===== config.mk =====
export PLATFORM = sky130hd
export DESIGN_NAME = bch_hdlc_fifo
export DESIGN_NICKNAME = d
export VERILOG_FILES = /design/src/rtl/bch_fifo_pkg.sv /design/src/rtl/bch_tx_pool.sv /design/src/rtl/bch_rx_pool.sv /design/src/rtl/bch_hdlc_fifo.sv
export SDC_FILE = /design/constraint.sdc
export NUM_CORES = 1
export LEC_CHECK = 0
export ABC_CLOCK_PERIOD_IN_PS = 5100
export BUFFER_PORTS_ARGS = -buffer_cell sky130_fd_sc_hd__buf_2
export CAP_MARGIN = 20
export CORE_MARGIN = 4
export CORE_UTILIZATION = 60
export CTS_CLUSTER_SIZE = 12
export DETAILED_ROUTE_END_ITERATION = 6
export HOLD_SLACK_MARGIN = 0.03
export PLACE_DENSITY = 0.84
export SETUP_SLACK_MARGIN = 0.4
export SLEW_MARGIN = 20
export SYNTH_ARGS = -nofsm -noshare
export SYNTH_HDL_FRONTEND = slang
export SYNTH_HIERARCHICAL = 1
export SYNTH_SLANG_ARGS = --single-unit

===== constraint.sdc =====
create_clock -name clk -period 5.1 [get_ports clk]
set_input_delay 1.02 -clock clk [delete_from_list [all_inputs] [get_ports clk]]
set_output_delay 1.02 -clock clk [all_outputs]
set_load 0.02 [all_outputs]

===== src/rtl/bch_fifo_pkg.sv =====
package bch_fifo_pkg;
  localparam int CMD_EOF   = 0;
  localparam int CMD_RXRST = 5;
  localparam int CMD_TXRST = 7;
  localparam int MODE_FRAMED = 0;
  localparam int MODE_RAW    = 1;

  typedef enum logic [1:0] {LINE_OFF, LINE_FRAMED, LINE_RAW} line_mode_e;

  function automatic line_mode_e decode_mode(input logic [7:0] m);
    if (m[MODE_RAW])    return LINE_RAW;
    if (m[MODE_FRAMED]) return LINE_FRAMED;
    return LINE_OFF;
  endfunction
endpackage


===== src/rtl/bch_tx_pool.sv =====
module bch_tx_pool
  import bch_fifo_pkg::*;
#(
  parameter int DEPTH = 32
) (
  input  logic        clk,
  input  logic        rst_n,
  input  logic        txrst,
  input  line_mode_e  mode,
  input  logic        cfg_we,
  input  logic [7:0]  cfg_len,
  input  logic        cfg_eof,
  input  logic        in_valid,
  input  logic [31:0] in_data,
  output logic        in_ready,
  output logic        out_valid,
  output logic [7:0]  out_data,
  output logic        out_last,
  input  logic        out_ready,
  output logic        evt_pool,
  output logic        evt_under
);
  localparam int WORDS = DEPTH / 4;
  localparam int WIDX  = $clog2(WORDS);
  localparam int LENW  = $clog2(DEPTH) + 1;
  localparam logic [LENW-1:0] FULL  = LENW'(DEPTH);
  localparam logic [7:0]      FULL8 = 8'(DEPTH);

  logic [31:0]     mem [WORDS];
  logic [LENW-1:0] nxt_len, cur_len, bidx;
  logic [WIDX-1:0] wcnt, last_idx;
  logic            nxt_eof, cur_eof, busy, in_frame, halted;
  logic [LENW-1:0] req_len, nxt_words;
  logic [31:0]     cur_word;
  logic            raw, framed, fire, last_byte;

  assign raw       = (mode == LINE_RAW);
  assign framed    = (mode == LINE_FRAMED);
  assign req_len   = (cfg_len == 8'd0 || cfg_len >= FULL8) ? FULL : cfg_len[LENW-1:0];
  assign nxt_words = (nxt_len + LENW'(3)) >> 2;
  assign last_idx  = WIDX'(nxt_words - LENW'(1));

  assign in_ready  = !txrst && !busy && !halted && !cfg_we;
  assign out_valid = !txrst && (busy || raw);
  assign cur_word  = mem[bidx[WIDX+1:2]];
  assign out_data  = busy ? cur_word[8*bidx[1:0] +: 8] : 8'hFF;
  assign last_byte = (bidx == cur_len - LENW'(1));
  assign out_last  = busy && framed && cur_eof && last_byte;
  assign fire      = out_valid && out_ready;
  assign evt_pool  = !txrst && busy && fire && last_byte;
  assign evt_under = !txrst && !busy && !halted && out_ready && (raw || (framed && in_frame));

  always_ff @(posedge clk)
    if (in_valid && in_ready) mem[wcnt] <= in_data;

  always_ff @(posedge clk or negedge rst_n) begin
    if (!rst_n) begin
      nxt_len <= FULL; nxt_eof <= 1'b0; cur_len <= FULL; cur_eof <= 1'b0;
      busy <= 1'b0; wcnt <= '0; bidx <= '0; in_frame <= 1'b0; halted <= 1'b0;
    end else begin
      if (cfg_we) begin
        nxt_len <= req_len;
        nxt_eof <= cfg_eof;
      end
      if (txrst) begin
        busy <= 1'b0; wcnt <= '0; bidx <= '0; in_frame <= 1'b0; halted <= 1'b0;
      end else begin
        if (evt_under) halted <= 1'b1;
        if (busy && fire) begin
          if (last_byte) begin
            busy     <= 1'b0;
            bidx     <= '0;
            in_frame <= framed && !cur_eof;
          end else begin
            bidx <= bidx + LENW'(1);
          end
        end
        if (cfg_we) begin
          wcnt <= '0;
        end else if (in_valid && in_ready) begin
          if (wcnt == last_idx) begin
            busy    <= 1'b1;
            wcnt    <= '0;
            cur_len <= nxt_len;
            cur_eof <= nxt_eof;
          end else begin
            wcnt <= wcnt + WIDX'(1);
          end
        end
      end
    end
  end
endmodule


===== src/rtl/bch_rx_pool.sv =====
module bch_rx_pool
  import bch_fifo_pkg::*;
#(
  parameter int DEPTH = 32
) (
  input  logic        clk,
  input  logic        rst_n,
  input  logic        rxrst,
  input  line_mode_e  mode,
  input  logic        in_valid,
  input  logic [7:0]  in_data,
  input  logic        in_end,
  input  logic        in_crc_ok,
  input  logic        in_abort,
  output logic        out_valid,
  output logic [31:0] out_data,
  input  logic        out_ready,
  output logic [5:0]  st_cnt,
  output logic        st_end,
  output logic [2:0]  st_fmt,
  output logic        st_over,
  output logic        evt_pool
);
  localparam int WORDS = DEPTH / 4;
  localparam int WIDX  = $clog2(WORDS);
  localparam int LENW  = $clog2(DEPTH) + 1;
  localparam logic [LENW-1:0] FULL = LENW'(DEPTH);

  logic [31:0]     mem [WORDS];
  logic [LENW-1:0] wp, plen, newlen;
  logic [WIDX-1:0] rp, plast;
  logic            pend, take, term, overrun, store, done;

  assign take     = in_valid && (mode != LINE_OFF) && !rxrst && !st_over;
  assign term     = (mode == LINE_FRAMED) && in_end;
  assign newlen   = wp + LENW'(1);
  assign overrun  = take && pend;
  assign store    = take && !pend;
  assign done     = store && (newlen == FULL || term);
  assign evt_pool = overrun || done;
  assign out_valid = pend;
  assign out_data  = mem[rp];
  assign plast     = WIDX'(((plen + LENW'(3)) >> 2) - LENW'(1));

  always_ff @(posedge clk)
    if (store) begin
      if (wp[1:0] == 2'd0) mem[wp[WIDX+1:2]] <= {24'h0, in_data};
      else                 mem[wp[WIDX+1:2]][8*wp[1:0] +: 8] <= in_data;
    end

  always_ff @(posedge clk or negedge rst_n) begin
    if (!rst_n) begin
      wp <= '0; plen <= '0; rp <= '0; pend <= 1'b0; st_over <= 1'b0;
      st_cnt <= '0; st_end <= 1'b0; st_fmt <= '0;
    end else if (rxrst) begin
      wp <= '0; rp <= '0; pend <= 1'b0; st_over <= 1'b0;
      st_cnt <= '0; st_end <= 1'b0; st_fmt <= '0;
    end else begin
      if (overrun) begin
        st_over <= 1'b1;
        pend    <= 1'b0;
      end else if (pend && out_ready) begin
        if (rp == plast) pend <= 1'b0;
        else             rp   <= rp + WIDX'(1);
      end
      if (store) begin
        if (done) begin
          pend   <= 1'b1;
          plen   <= newlen;
          wp     <= '0;
          rp     <= '0;
          st_cnt <= (newlen == FULL) ? 6'd0 : 6'(newlen);
          st_end <= term;
          st_fmt <= term ? {in_abort, !in_abort, in_crc_ok} : 3'b000;
        end else begin
          wp <= newlen;
        end
      end
    end
  end
endmodule


===== src/rtl/bch_hdlc_fifo.sv =====
module bch_hdlc_fifo
  import bch_fifo_pkg::*;
#(
  parameter int         DEPTH   = 32,
  parameter logic [3:0] VERSION = 4'h3
) (
  input  logic        clk,
  input  logic        rst_n,
  input  logic        ctrl_we,
  input  logic [31:0] ctrl_wdata,
  input  logic        stat_rd,
  output logic [31:0] stat_rdata,
  output logic        irq,
  input  logic        tx_wvalid,
  input  logic [31:0] tx_wdata,
  output logic        tx_wready,
  output logic        rx_rvalid,
  output logic [31:0] rx_rdata,
  input  logic        rx_rready,
  output logic        line_tx_valid,
  output logic [7:0]  line_tx_data,
  output logic        line_tx_last,
  input  logic        line_tx_ready,
  input  logic        line_rx_valid,
  input  logic [7:0]  line_rx_data,
  input  logic        line_rx_end,
  input  logic        line_rx_crc_ok,
  input  logic        line_rx_abort
);
  logic [7:0] cmd_q, mode_q;
  line_mode_e mode;
  logic       flag_xpr, flag_xdu, flag_rpr;
  logic       evt_tx_pool, evt_under, evt_rx_pool;
  logic [5:0] st_cnt;
  logic [2:0] st_fmt;
  logic       st_end, st_over;

  assign mode = decode_mode(mode_q);

  always_ff @(posedge clk or negedge rst_n) begin
    if (!rst_n) begin
      cmd_q <= '0; mode_q <= '0;
    end else if (ctrl_we) begin
      cmd_q  <= ctrl_wdata[7:0];
      mode_q <= ctrl_wdata[23:16];
    end
  end

  always_ff @(posedge clk or negedge rst_n) begin
    if (!rst_n) begin
      flag_xpr <= 1'b0; flag_xdu <= 1'b0; flag_rpr <= 1'b0;
    end else begin
      flag_xpr <= evt_tx_pool || (flag_xpr && !stat_rd);
      flag_xdu <= evt_under   || (flag_xdu && !stat_rd);
      flag_rpr <= evt_rx_pool || (flag_rpr && !stat_rd);
    end
  end

  bch_tx_pool #(.DEPTH(DEPTH)) u_tx (
    .clk, .rst_n,
    .txrst(cmd_q[CMD_TXRST]), .mode,
    .cfg_we(ctrl_we), .cfg_len(ctrl_wdata[15:8]), .cfg_eof(ctrl_wdata[CMD_EOF]),
    .in_valid(tx_wvalid), .in_data(tx_wdata), .in_ready(tx_wready),
    .out_valid(line_tx_valid), .out_data(line_tx_data), .out_last(line_tx_last),
    .out_ready(line_tx_ready),
    .evt_pool(evt_tx_pool), .evt_under(evt_under)
  );

  bch_rx_pool #(.DEPTH(DEPTH)) u_rx (
    .clk, .rst_n,
    .rxrst(cmd_q[CMD_RXRST]), .mode,
    .in_valid(line_rx_valid), .in_data(line_rx_data), .in_end(line_rx_end),
    .in_crc_ok(line_rx_crc_ok), .in_abort(line_rx_abort),
    .out_valid(rx_rvalid), .out_data(rx_rdata), .out_ready(rx_rready),
    .st_cnt, .st_end, .st_fmt, .st_over,
    .evt_pool(evt_rx_pool)
  );

  assign stat_rdata = {4'h0, VERSION, 8'h00, 2'b00, st_cnt,
                       flag_xpr, flag_xdu, flag_rpr, st_over, st_fmt, st_end};
  assign irq = flag_xpr || flag_xdu || flag_rpr;
endmodule


Word level (Yosys, flattened, before mapping)

Memories as Yosys holds them, arrays and structs flattened.
Cells that the tools add are included.
W data, S select, Z words.

$add $sub $neg: 10
$mul: 0
Div/mod/pow operators: 0
Magnitude comparators: 1
Equal/unequal tests: 6
Shift-type cells: 3
Mux-type cells: 95
Bitwise logic cells: 35
Reduce and logical (&&, ||, !) cells: 62

Operators by type and width:

| operator                  | number |
|---|---|
| $mux W6                   | 11 |
| $mux W1                   | 64 |
| $mux W3                   | 14 |
| $neg A5 Y34               | 1 |
| $shift A8 B34 Y32 const A | 1 |
| $shiftx A8 B34 Y32        | 1 |
| $mux W32                  | 1 |
| $or A1 B1 Y1              | 32 |
| $shiftx A32 B6 Y8         | 1 |
| $logic_and A1 B1 Y1       | 28 |
| $reduce_bool A2 Y1        | 7 |
| $add A6 B1 Y6 const B     | 2 |
| $add A5 B2 Y5 const B     | 2 |
| $logic_not A1 Y1          | 10 |
| $logic_or A1 B1 Y1        | 10 |
| $ge A8 B6 Y1 const B      | 1 |
| $logic_not A8 Y1          | 1 |
| $mux W2                   | 4 |
| $mux W8                   | 1 |
| $add A3 B1 Y3 const B     | 2 |
| $eq A3 B3 Y1              | 2 |
| $eq A6 B6 Y1              | 1 |
| $eq A6 B6 Y1 const B      | 1 |
| $sub A3 B1 Y3 const B     | 2 |
| other kinds (9)           | 12 |

Register bits: 65
Bits in latches: 0
Memory bits (writable): 512
ROM bits: 0
Output and inout port bits: 77
Memories kept: 2

Memories:

| memory   | depth | width | read ports | clocked after memory_dff | wr ports | RTL line          | text |
|---|---|---|---|---|---|---|---|
| u_rx.mem | 8     | 32    | 1          | 0                        | 1        | bch_rx_pool.sv:29 | `logic [31:0] mem [WORDS];` |
| u_tx.mem | 8     | 32    | 1          | 0                        | 1        | bch_tx_pool.sv:29 | `logic [31:0] mem [WORDS];` |

Longest topological paths before layout

Gate-level depths: netlist (run 1).

Depth after elaboration: 14
Depth in mapped cells: 9

Cells and area by module

The synthesis (run 1) kept the hierarchy.

By module, submodules not included:

| module        | instances | cells an instance | area an instance (um^2) | seq. area each (um^2) |
|---|---|---|---|---|
| bch_rx_pool   | 1         | 599               | 11477.3                 | 8338.0 |
| bch_tx_pool   | 1         | 585               | 11405.9                 | 8340.5 |
| bch_hdlc_fifo | 1         | 42                | 439.2                   | 175.2 |

Least setup slack after synthesis (run 1)

No wires, ideal clock.

Kind: input to register
Start point: in ctrl_we
End point: mem u_tx.mem[0][0], enable pin
Library setup time: 0.502 ns
Arrival time: 5.462 ns
Required time: 4.598 ns
Setup slack: -0.864 ns
Stages on the path: 4
Cells stage by stage: clkbuf_1 -> nor4_1 -> nand2_1 -> nor4_1

Cells in the longest elaborated chain, start to end: 5

RTL lines:

| item                          | RTL line            | text |
|---|---|---|
| start, declared               | bch_hdlc_fifo.sv:9  | `input logic ctrl_we,` |
| $logic_not A1 Y1              | bch_tx_pool.sv:43   | `assign in_ready = !txrst && !busy && !halted && !cfg_we;` |
| $logic_and A1 B1 Y1           | bch_tx_pool.sv:43   |  |
| net tx_wready                 | bch_hdlc_fifo.sv:16 | `output logic tx_wready,` |
| $logic_and A1 B1 Y1           | bch_tx_pool.sv:54   | `if (in_valid && in_ready) mem[wcnt] <= in_data;` |
| $mux W1                       | bch_tx_pool.sv:54   |  |
| $mux W1 (not written as such) | bch_tx_pool.sv:54   |  |
| end, declared                 | bch_tx_pool.sv:29   |  |

The timed path passes the listed nets, and every way through them passes these cells.

Worst setup path in the final report (run 1)

Start point: reg u_tx.bidx[4]
End point: out line_tx_data[7]

Cells in the longest elaborated chain, start to end: 3

RTL lines:

| item                   | RTL line            | text |
|---|---|---|
| start, declared        | bch_tx_pool.sv:30   | `logic [LENW-1:0] nxt_len, cur_len, bidx;` |
| start signal, assigned | bch_tx_pool.sv:75   | `bidx <= bidx + LENW'(1);` |
| $mem_v2 Z8 W32         | --                  |  |
| $shiftx A32 B6 Y8      | bch_tx_pool.sv:46   | `assign out_data = busy ? cur_word[8*bidx[1:0] +: 8] : 8'hFF;` |
| $mux W8                | bch_tx_pool.sv:46   |  |
| end, declared          | bch_hdlc_fifo.sv:21 | `output logic [7:0] line_tx_data,` |

No other way between the ends.

==> metrics.txt, run 1 <==
# TYPE chip_impl_metric gauge
chip_impl_info{name="synth_top_family_by_area",value="multiplexers"} 1
chip_impl_info{name="tritoncts",value="yes"} 1
chip_impl_metric{name="final_cell_area",unit="mm^2"} 0.0261
chip_impl_metric{name="share_of_final_layout_standard_cells_stronger_than_drive_strength_1",unit=""} 0.282
chip_impl_metric{name="layout_setup_ws",unit="ns"} 0.581
chip_impl_metric{name="routed-via-count",unit=""} 12003
chip_impl_metric{name="asyncSetResetFlopFracSynth",unit=""} 0.103
chip_impl_info{name="cp_top_family",value="compound AO/OA/AOI/OAI gates"} 1
chip_impl_metric{name="cts-resized-gates",unit=""} 0
chip_impl_metric{name="numClockSinks",unit=""} 571
chip_impl_info{name="startpoint_type",value="flip-flop"} 1
chip_impl_metric{name="track_usage",unit=""} 0.244
chip_impl_metric{name="die_w",unit="um"} 205
chip_impl_metric{name="cts.hold.buffers_added",unit=""} 0
chip_impl_info{name="r2r_end",value="u_rx/mem[7][27]"} 1
chip_impl_metric{name="place_ws",unit="ns"} 1.29
chip_impl_info{name="timing.critical_path.cells",value="buf_4 > mux4_2 > nor3_1 > a2111oi_0 > a21oi_1 > nand2_1 > buf_2"} 1
chip_impl_metric{name="die_height",unit="um"} 205
chip_impl_metric{name="ioPinCount",unit=""} 160
chip_impl_metric{name="synthDistinctLibCells",unit=""} 70
chip_impl_metric{name="largest_fanout_on_the_critical_path",unit=""} 18
chip_impl_metric{name="post-dp-hpwl",unit="um"} 30400
chip_impl_info{name="netlist_top_cells_area",value="sky130_fd_sc_hd__edfxtp_1 (66%), sky130_fd_sc_hd__mux4_2 (11%), sky130_fd_sc_hd__dfrtp_1 (6.1%), sky130_fd_sc_hd__mux2_2 (1.7%), sky130_fd_sc_hd__mux4_1 (1.5%)"} 1
chip_impl_metric{name="finalWorstPathRequiredPeriod",unit="ns"} 4.52
chip_impl_metric{name="synth-adder-area-share",unit=""} 0.00644
chip_impl_metric{name="cts_post_setup_buffers_inserted",unit=""} 0
chip_impl_metric{name="avgSynthCellArea",unit="um^2"} 19.0
chip_impl_metric{name="drtPass1Iterations",unit=""} 7
chip_impl_metric{name="synthDominantCellAreaShare",unit=""} 0.659
chip_impl_metric{name="power.ir.vdd_worst",unit="uV"} 351
chip_impl_metric{name="routed_wl",unit="um"} 50300
chip_impl_metric{name="synth.area.mux_share",unit=""} 0.152
chip_impl_metric{name="cap_violations",unit=""} 0
chip_impl_info{name="cp_slowest_cell",value="sky130_fd_sc_hd__a2111oi_0"} 1
chip_impl_metric{name="detail_route.wl_per_cell",unit="um"} 26.1
chip_impl_metric{name="yosysWarningCount",unit=""} 6
chip_impl_info{name="hold_class",value="input port to asynchronous set/reset pin"} 1
chip_impl_metric{name="finalHoldViolCount",unit=""} 0
chip_impl_metric{name="cts.clk_slew.worst_paths",unit="ns"} 0.06
chip_impl_metric{name="drv_slew",unit=""} 0
chip_impl_metric{name="synth_seq_cells",unit=""} 571
chip_impl_metric{name="slew_headroom",unit=""} 0.206
chip_impl_info{name="cts_root_buf",value="sky130_fd_sc_hd__clkbuf_16"} 1
chip_impl_info{name="yosys_most_used_dff",value="sky130_fd_sc_hd__edfxtp_1"} 1
chip_impl_metric{name="final.period_utilization",unit=""} 0.886
chip_impl_metric{name="clock_tree.htree_level_count",unit=""} 2
chip_impl_metric{name="setup_viol",unit=""} 0
chip_impl_metric{name="worst_hold_slack",unit="ns"} 0.472
chip_impl_info{name="unrepaired_setup_endpoints_after_global_routing",value="no"} 1
chip_impl_metric{name="final.setup_skew",unit="ns"} 0.0126
chip_impl_metric{name="power_density",unit="mW/mm^2"} 359
chip_impl_metric{name="cts-buffers-inserted",unit=""} 56
chip_impl_metric{name="drc",unit=""} 0
chip_impl_metric{name="worst_path_largest_cell_delay",unit="ns"} 0.91
chip_impl_metric{name="routed_via_density",unit=""} 6.23
chip_impl_metric{name="fp-row-count",unit=""} 71
chip_impl_metric{name="grt_start_max_net_pins",unit=""} 38
chip_impl_metric{name="synthXorXnorAreaFrac",unit=""} 0.0121
chip_impl_info{name="crit-reg2reg-launch",value="mode_q[1]"} 1
chip_impl_info{name="dominant_cell_type_by_area_after_synthesis",value="sky130_fd_sc_hd__edfxtp_1"} 1
chip_impl_metric{name="final_weighted_congestion_in_routability_driven_placement",unit=""} 0.825
chip_impl_metric{name="drt_iter0_markers",unit=""} 979
chip_impl_metric{name="synth_compound_gate_area_share",unit=""} 0.0298
chip_impl_metric{name="timing.fmax",unit="GHz"} 0.221
chip_impl_metric{name="leakagePower",unit="uW"} 0.00869
chip_impl_metric{name="dpl_cell_area",unit="mm^2"} 0.0245
chip_impl_info{name="status",value="finished, final reports clean"} 1
chip_impl_metric{name="grt_antenna_before_repair",unit=""} 9
chip_impl_metric{name="fin_setup_tns",unit="ns"} 0
chip_impl_metric{name="floorplan.initialDensity",unit=""} 0.613
chip_impl_metric{name="ctsLongestPathBuffers",unit=""} 3
chip_impl_metric{name="grt_pass1_vias",unit=""} 12391
chip_impl_metric{name="path_depth",unit=""} 7
chip_impl_metric{name="synthSimpleGateAreaFrac",unit=""} 0.0537
chip_impl_metric{name="number_of_enable_type_register_cells_in_the_synthesized_netlist",unit=""} 512
chip_impl_metric{name="grt_first_pass_wirelength",unit="um"} 76300
chip_impl_metric{name="post_synth_inst_count",unit=""} 1226
chip_impl_metric{name="setup.reg_to_reg.worst_slack",unit="ns"} 2.02
chip_impl_metric{name="rr_worst_depth",unit=""} 5
chip_impl_metric{name="cp_num_buf_inv",unit=""} 2
chip_impl_info{name="worst_setup_path_end_kind",value="output port"} 1
chip_impl_metric{name="grt_residual_overflow",unit=""} 0
chip_impl_metric{name="synth_seq_area_share",unit=""} 0.723
chip_impl_metric{name="cp_data_arrival_time",unit="ns"} 3.50
chip_impl_metric{name="design.core.area",unit="mm^2"} 0.0380
chip_impl_metric{name="mappedNetlistArea",unit="mm^2"} 0.0233
chip_impl_metric{name="worst-endpoint-required",unit="ns"} 4.08
chip_impl_metric{name="clk-insertion-delay-late",unit="ns"} 0.59
chip_impl_metric{name="floorplan.die_area",unit="mm^2"} 0.0421
chip_impl_metric{name="io_buffers",unit=""} 122
chip_impl_info{name="timing_worst_setup_path_type",value="flip-flop to output port"} 1
chip_impl_metric{name="finalNetCount",unit=""} 1463
chip_impl_metric{name="timing_worst_slew_pin_value",unit="ns"} 1.18
chip_impl_metric{name="postRouteAntennaNets",unit=""} 0
chip_impl_metric{name="synthToLayoutAreaGrowth",unit="%"} 11.9
per-stage QoR:
step                 util  total power (uW)  instances
floorplan               -              5580       1242
global placement    0.643              5720       1821
detailed placement  0.643              5750       1821
CTS                 0.686              9430       1922
global route        0.686              9700       1923
finish              0.687              9370       1926
cell families after synthesis:
family          Yosys count
simple gates            235
mux                     183
other cells               2
flops                   571
buf+inv                  96
fa+ha+maj                12
xor+xnor                 26
compound gates          101
sequential cells by signal, summed over array words and instances, names as in the netlist, 5 cells and up:
signal        count
u_rx/mem        256
u_tx/cur_len      6
u_rx/wp           6
u_rx/plen         5
u_tx/nxt_len      6
u_tx/mem        256
u_tx/bidx         6
u_rx/st_cnt       6
synthesized netlist by cell type (all sizes together) (4+ instances only):
master and n:
nand2 59, o31ai 4, nand3b 4, a22oi 16, nor4 9, nor3b 8
dfrtp 57, a31oi 6, or3 4, clkbuf 26, xor2 10, and2 36
mux2i 13, nand2b 8, buf 56, a21oi 19, and4 4, nor2 54
mux2 42, nor2b 5, ha 12, nand3 8, a2111oi 8, xnor2 12
nor3 24, inv 14, a21o 6, xnor3 4, mux4 128, edfxtp 512
o21ai 25
cell type report:
cell class | instances | area [um^2]
antenna | 4 | 10.0
tap | 511 | 639
fill | 2396 | 11900
inverter | 14 | 52.6
clock inverter | 10 | 52.6
clock buffer | 91 | 1570
timing repair buffer | 150 | 846
sequential | 571 | 16900
multi-input combinational | 575 | 6070
cell usage in the layout (no fill, tap or decap), types with 4 or more instances in the layout:
master                      count
sky130_fd_sc_hd__a21oi_1       19
sky130_fd_sc_hd__nor4_1         4
sky130_fd_sc_hd__o21ai_1        6
sky130_fd_sc_hd__nand3b_1       4
sky130_fd_sc_hd__mux2i_1       13
sky130_fd_sc_hd__mux2_2        35
sky130_fd_sc_hd__mux4_1        13
sky130_fd_sc_hd__nand2_1       58
sky130_fd_sc_hd__mux4_2       115
sky130_fd_sc_hd__nand2b_1       7
sky130_fd_sc_hd__mux2_1         4
sky130_fd_sc_hd__conb_1        18
sky130_fd_sc_hd__clkinv_1       4
sky130_fd_sc_hd__clkinv_2       4
sky130_fd_sc_hd__and4_1         4
sky130_fd_sc_hd__nor3_2         4
sky130_fd_sc_hd__xnor2_1       12
sky130_fd_sc_hd__clkbuf_16     57
sky130_fd_sc_hd__buf_4         26
sky130_fd_sc_hd__diode_2        4
sky130_fd_sc_hd__ha_1          12
sky130_fd_sc_hd__and2_1        34
sky130_fd_sc_hd__inv_1         13
sky130_fd_sc_hd__or3_1          4
sky130_fd_sc_hd__dfrtp_1       53
sky130_fd_sc_hd__a22oi_1       16
sky130_fd_sc_hd__clkbuf_1      32
sky130_fd_sc_hd__a2111oi_0      8
sky130_fd_sc_hd__nand3_1        8
sky130_fd_sc_hd__o21ai_0       19
sky130_fd_sc_hd__a21o_1         6
sky130_fd_sc_hd__a31oi_1        6
sky130_fd_sc_hd__xor2_1        10
sky130_fd_sc_hd__buf_2        122
sky130_fd_sc_hd__nor2b_1        5
sky130_fd_sc_hd__nor3_1        19
sky130_fd_sc_hd__nor3b_1        8
sky130_fd_sc_hd__edfxtp_1     512
sky130_fd_sc_hd__nor2_1        51
sky130_fd_sc_hd__xnor3_1        4
metal layers:
layer  part of all wire  GRT usage  vias to the layer above
li1                   -          -                     5182
met1               0.36      0.312                     6124
met2               0.52      0.420                      555
met3              0.081     0.0521                      132
met4              0.033     0.0835                       10
met5             0.0013          0                        -
worst register-to-register path, cell delays in order (launching register included):
cell                      delay [ns]
sky130_fd_sc_hd__dfrtp_1        0.44
sky130_fd_sc_hd__nor2b_1        0.27
sky130_fd_sc_hd__nor2_1         0.17
sky130_fd_sc_hd__nor4_2         0.56
sky130_fd_sc_hd__o21ai_1        0.45
sky130_fd_sc_hd__nor2_1         0.82
worst max path at each step:
stage | from | to | slack (ns)
finish | u_tx/bidx[4] | line_tx_data[7] | 0.58
global route | u_tx/bidx[2] | line_tx_data[7] | 0.44
CTS | u_tx/bidx[2] | line_tx_data[7] | 0.52
detailed placement | u_tx/bidx[4] | line_tx_data[7] | 1.29
global placement | u_tx/bidx[2] | line_tx_data[0] | 1.36
floorplan | ctrl_we | u_tx/mem[2][0] | -0.02
where the power goes:
| part | total [uW] | internal, uW | switching, uW |
|---|---|---|---|
| logic | 453 | 169 | 284 |
| clock network | 3720 | 2090 | 1630 |
| registers | 5200 | 5150 | 52.7 |
| total | 9370 | 7410 | 1960 |
Power figures use the tool's default switching activity.
==> run 2, diff against run 1 <==
- CORE_UTILIZATION: 60 -> 33
- PLACE_DENSITY: 0.84 -> 0.54
==> metrics.txt, run 2 (same netlist as run 1, synthesis figures left out) <==
# TYPE chip_impl_metric gauge
chip_impl_metric{name="grt_antenna_before_repair",unit=""} 10
chip_impl_metric{name="worst_path_largest_cell_delay",unit="ns"} 0.81
chip_impl_metric{name="cts.clk_slew.worst_paths",unit="ns"} 0.06
chip_impl_metric{name="clock_tree.htree_level_count",unit=""} 2
chip_impl_metric{name="worst-endpoint-required",unit="ns"} 4.08
chip_impl_metric{name="grt_start_max_net_pins",unit=""} 60
chip_impl_info{name="status",value="finished, final reports clean"} 1
chip_impl_metric{name="leakagePower",unit="uW"} 0.00885
chip_impl_info{name="tritoncts",value="yes"} 1
chip_impl_metric{name="grt_first_pass_wirelength",unit="um"} 79300
chip_impl_metric{name="cp_data_arrival_time",unit="ns"} 3.30
chip_impl_metric{name="ctsLongestPathBuffers",unit=""} 3
chip_impl_metric{name="numClockSinks",unit=""} 571
chip_impl_metric{name="timing.fmax",unit="GHz"} 0.232
chip_impl_info{name="mostFrequentLayoutCell",value="sky130_fd_sc_hd__edfxtp_1"} 1
chip_impl_metric{name="fin_setup_tns",unit="ns"} 0
chip_impl_info{name="startpoint_type",value="flip-flop"} 1
chip_impl_metric{name="final_cell_area",unit="mm^2"} 0.0270
chip_impl_metric{name="cap_violations",unit=""} 0
chip_impl_metric{name="drv_slew",unit=""} 0
chip_impl_metric{name="largest_fanout_on_the_critical_path",unit=""} 25
chip_impl_info{name="cts_root_buf",value="sky130_fd_sc_hd__clkbuf_16"} 1
chip_impl_metric{name="design.core.area",unit="mm^2"} 0.0700
chip_impl_metric{name="routed_via_density",unit=""} 4.89
chip_impl_metric{name="io_buffers",unit=""} 122
chip_impl_metric{name="floorplan.initialDensity",unit=""} 0.333
chip_impl_metric{name="fp-row-count",unit=""} 97
chip_impl_metric{name="ioPinCount",unit=""} 160
chip_impl_metric{name="cts.hold.buffers_added",unit=""} 0
chip_impl_metric{name="grt_residual_overflow",unit=""} 0
chip_impl_info{name="final_cell_mix",value="sky130_fd_sc_hd__edfxtp_1 (512), sky130_fd_sc_hd__buf_2 (122), sky130_fd_sc_hd__mux4_2 (115), sky130_fd_sc_hd__clkbuf_16 (61), sky130_fd_sc_hd__nand2_1 (58)"} 1
chip_impl_metric{name="drtPass1Iterations",unit=""} 5
chip_impl_metric{name="finalHoldViolCount",unit=""} 0
chip_impl_metric{name="power.ir.vdd_worst",unit="uV"} 276
chip_impl_metric{name="floorplan.die_area",unit="mm^2"} 0.0750
chip_impl_metric{name="final.setup_skew",unit="ns"} 0.0165
chip_impl_metric{name="die_w",unit="um"} 274
chip_impl_metric{name="cts-buffers-inserted",unit=""} 61
chip_impl_info{name="worst_setup_path_end_kind",value="output port"} 1
chip_impl_metric{name="track_usage",unit=""} 0.142
chip_impl_metric{name="grt_pass1_vias",unit=""} 12148
chip_impl_metric{name="finalWorstPathRequiredPeriod",unit="ns"} 4.32
chip_impl_metric{name="power_density",unit="mW/mm^2"} 363
chip_impl_metric{name="slew_headroom",unit=""} 0.282
chip_impl_metric{name="post-dp-hpwl",unit="um"} 33200
chip_impl_info{name="timing.critical_path.cells",value="buf_4 > mux4_2 > nor3_1 > a2111oi_0 > a21oi_1 > nand2_1 > buf_2"} 1
chip_impl_metric{name="share_of_final_layout_standard_cells_stronger_than_drive_strength_1",unit=""} 0.298
chip_impl_metric{name="routed-via-count",unit=""} 11588
chip_impl_metric{name="final.period_utilization",unit=""} 0.846
chip_impl_metric{name="total_power_consumption",unit="uW"} 9800
chip_impl_info{name="timing_worst_setup_path_type",value="flip-flop to output port"} 1
chip_impl_info{name="unrepaired_setup_endpoints_after_global_routing",value="no"} 1
chip_impl_metric{name="synthToLayoutAreaGrowth",unit="%"} 15.7
chip_impl_metric{name="finish.utilization",unit=""} 0.385
chip_impl_metric{name="die_height",unit="um"} 274
chip_impl_metric{name="dpl_cell_area",unit="mm^2"} 0.0250
chip_impl_info{name="cp_slowest_cell",value="sky130_fd_sc_hd__dfrtp_4"} 1
chip_impl_metric{name="finalNetCount",unit=""} 1469
chip_impl_metric{name="drc",unit=""} 0
chip_impl_metric{name="setup_viol",unit=""} 0
chip_impl_metric{name="timing_worst_slew_pin_value",unit="ns"} 1.07
chip_impl_metric{name="postRouteAntennaNets",unit=""} 0
chip_impl_metric{name="drt_iter0_markers",unit=""} 892
chip_impl_info{name="hold_class",value="flip-flop to flip-flop"} 1
chip_impl_metric{name="detail_route.wl_per_cell",unit="um"} 22.3
chip_impl_metric{name="final_weighted_congestion_in_routability_driven_placement",unit=""} 0.727
chip_impl_info{name="largest_registers",value="u_rx/mem x256, u_tx/mem x256"} 1
chip_impl_metric{name="clk-insertion-delay-late",unit="ns"} 0.60
chip_impl_metric{name="routed_wl",unit="um"} 52700
==> run 2: changes by cell type in the layout (fill, tap and decap cells not counted), moves of 2 or more <==
| cell | before | now |
|---|---|---|
| sky130_fd_sc_hd__clkinv_8 | 0 | 2 |
| sky130_fd_sc_hd__clkinv_2 | 4 | 11 |
| sky130_fd_sc_hd__clkbuf_8 | 2 | 10 |
| sky130_fd_sc_hd__clkinv_1 | 4 | 7 |
| sky130_fd_sc_hd__buf_12 | 2 | 4 |
| sky130_fd_sc_hd__nor3_2 | 4 | 7 |
| sky130_fd_sc_hd__nor3_1 | 19 | 16 |
| sky130_fd_sc_hd__clkbuf_1 | 32 | 21 |
| sky130_fd_sc_hd__clkbuf_16 | 57 | 61 |
==> run 2: routing by layer <==
| metal | wire, um | global-route usage | vias to the layer above | part of all wire |
|---|---|---|---|---|
| li1 | - | - | 5208 | - |
| met5 | 65 | 0 | - | 0.0012 |
| met2 | 26400 | 0.241 | 245 | 0.50 |
| met3 | 2930 | 0.0323 | 77 | 0.056 |
| met1 | 22400 | 0.185 | 6048 | 0.43 |
| met4 | 886 | 0.0331 | 10 | 0.017 |
==> run 2: worst max-delay path: cells and delay by family (launching register included) <==
kind            cells  cell delay [ns]
mux                 1             0.26
compound gates      2             0.84
flops               1             0.81
simple gates        2             0.20
buf+inv             2             0.56
==> run 2: path summary, 6_finish.rpt <==
kind | start | end | slack [ns] | depth (start not counted)
max in group asynchronous | rst_n | u_rx/rp[0] | 3.81 | 2
setup / recovery | u_tx/bidx[2] | line_tx_data[6] | 0.78 | 7
hold / removal | mode_q[0] | mode_q[0] | 0.48 | 1
setup reg to reg | mode_q[1] | u_rx/mem[1][19] | 1.78 | 5
hold reg to reg | mode_q[0] | mode_q[0] | 0.48 | 1
min in group asynchronous | rst_n | u_tx/nxt_len[4] | 0.58 | 2
==> run 2: area by class of cell <==
cell class / instances / area, um^2
Timing Repair Buffer: 151 / 878
Fill cell: 6460 / 43100
Clock inverter: 24 / 173
Clock buffer: 92 / 1740
Tap cell: 940 / 1180
Antenna cell: 3 / 7.51
Inverter: 14 / 52.6
Sequential cell: 571 / 16900
Multi-Input combinational cell: 575 / 6080
==> run 2: timing repair <==
item | 4_1_cts | 5_1_grt
buffers inserted | 1 | 0
gates resized for setup | 0 | 0
hold endpoints to repair | 0 | 0
setup endpoints to repair | 1 | 0
==> run 2: per-stage QoR <==
| step | instances | setup WS [ns] | hold slack, ns |
|---|---|---|---|
| 6_report | 2370 | 0.783 | 0.479 |
| 5_1_grt | 2367 | 0.582 | 0.500 |
| 4_1_cts | 2367 | 0.677 | 0.481 |
| 3_5_place_dp | 2250 | 1.04 | 0.468 |
| 3_3_place_gp | 2250 | 1.02 | 0.458 |
| 2_1_floorplan | 1242 | -0.0159 | 0.448 |
==> run 2: power breakdown <==
group,leakage (uW),internal (uW),switching [uW],total (uW)
clock,0.000945,2410,1740,4140
sequential,0.00539,5150,56.8,5200
combinational,0.00252,170,289,459
total,0.00885,7720,2080,9800
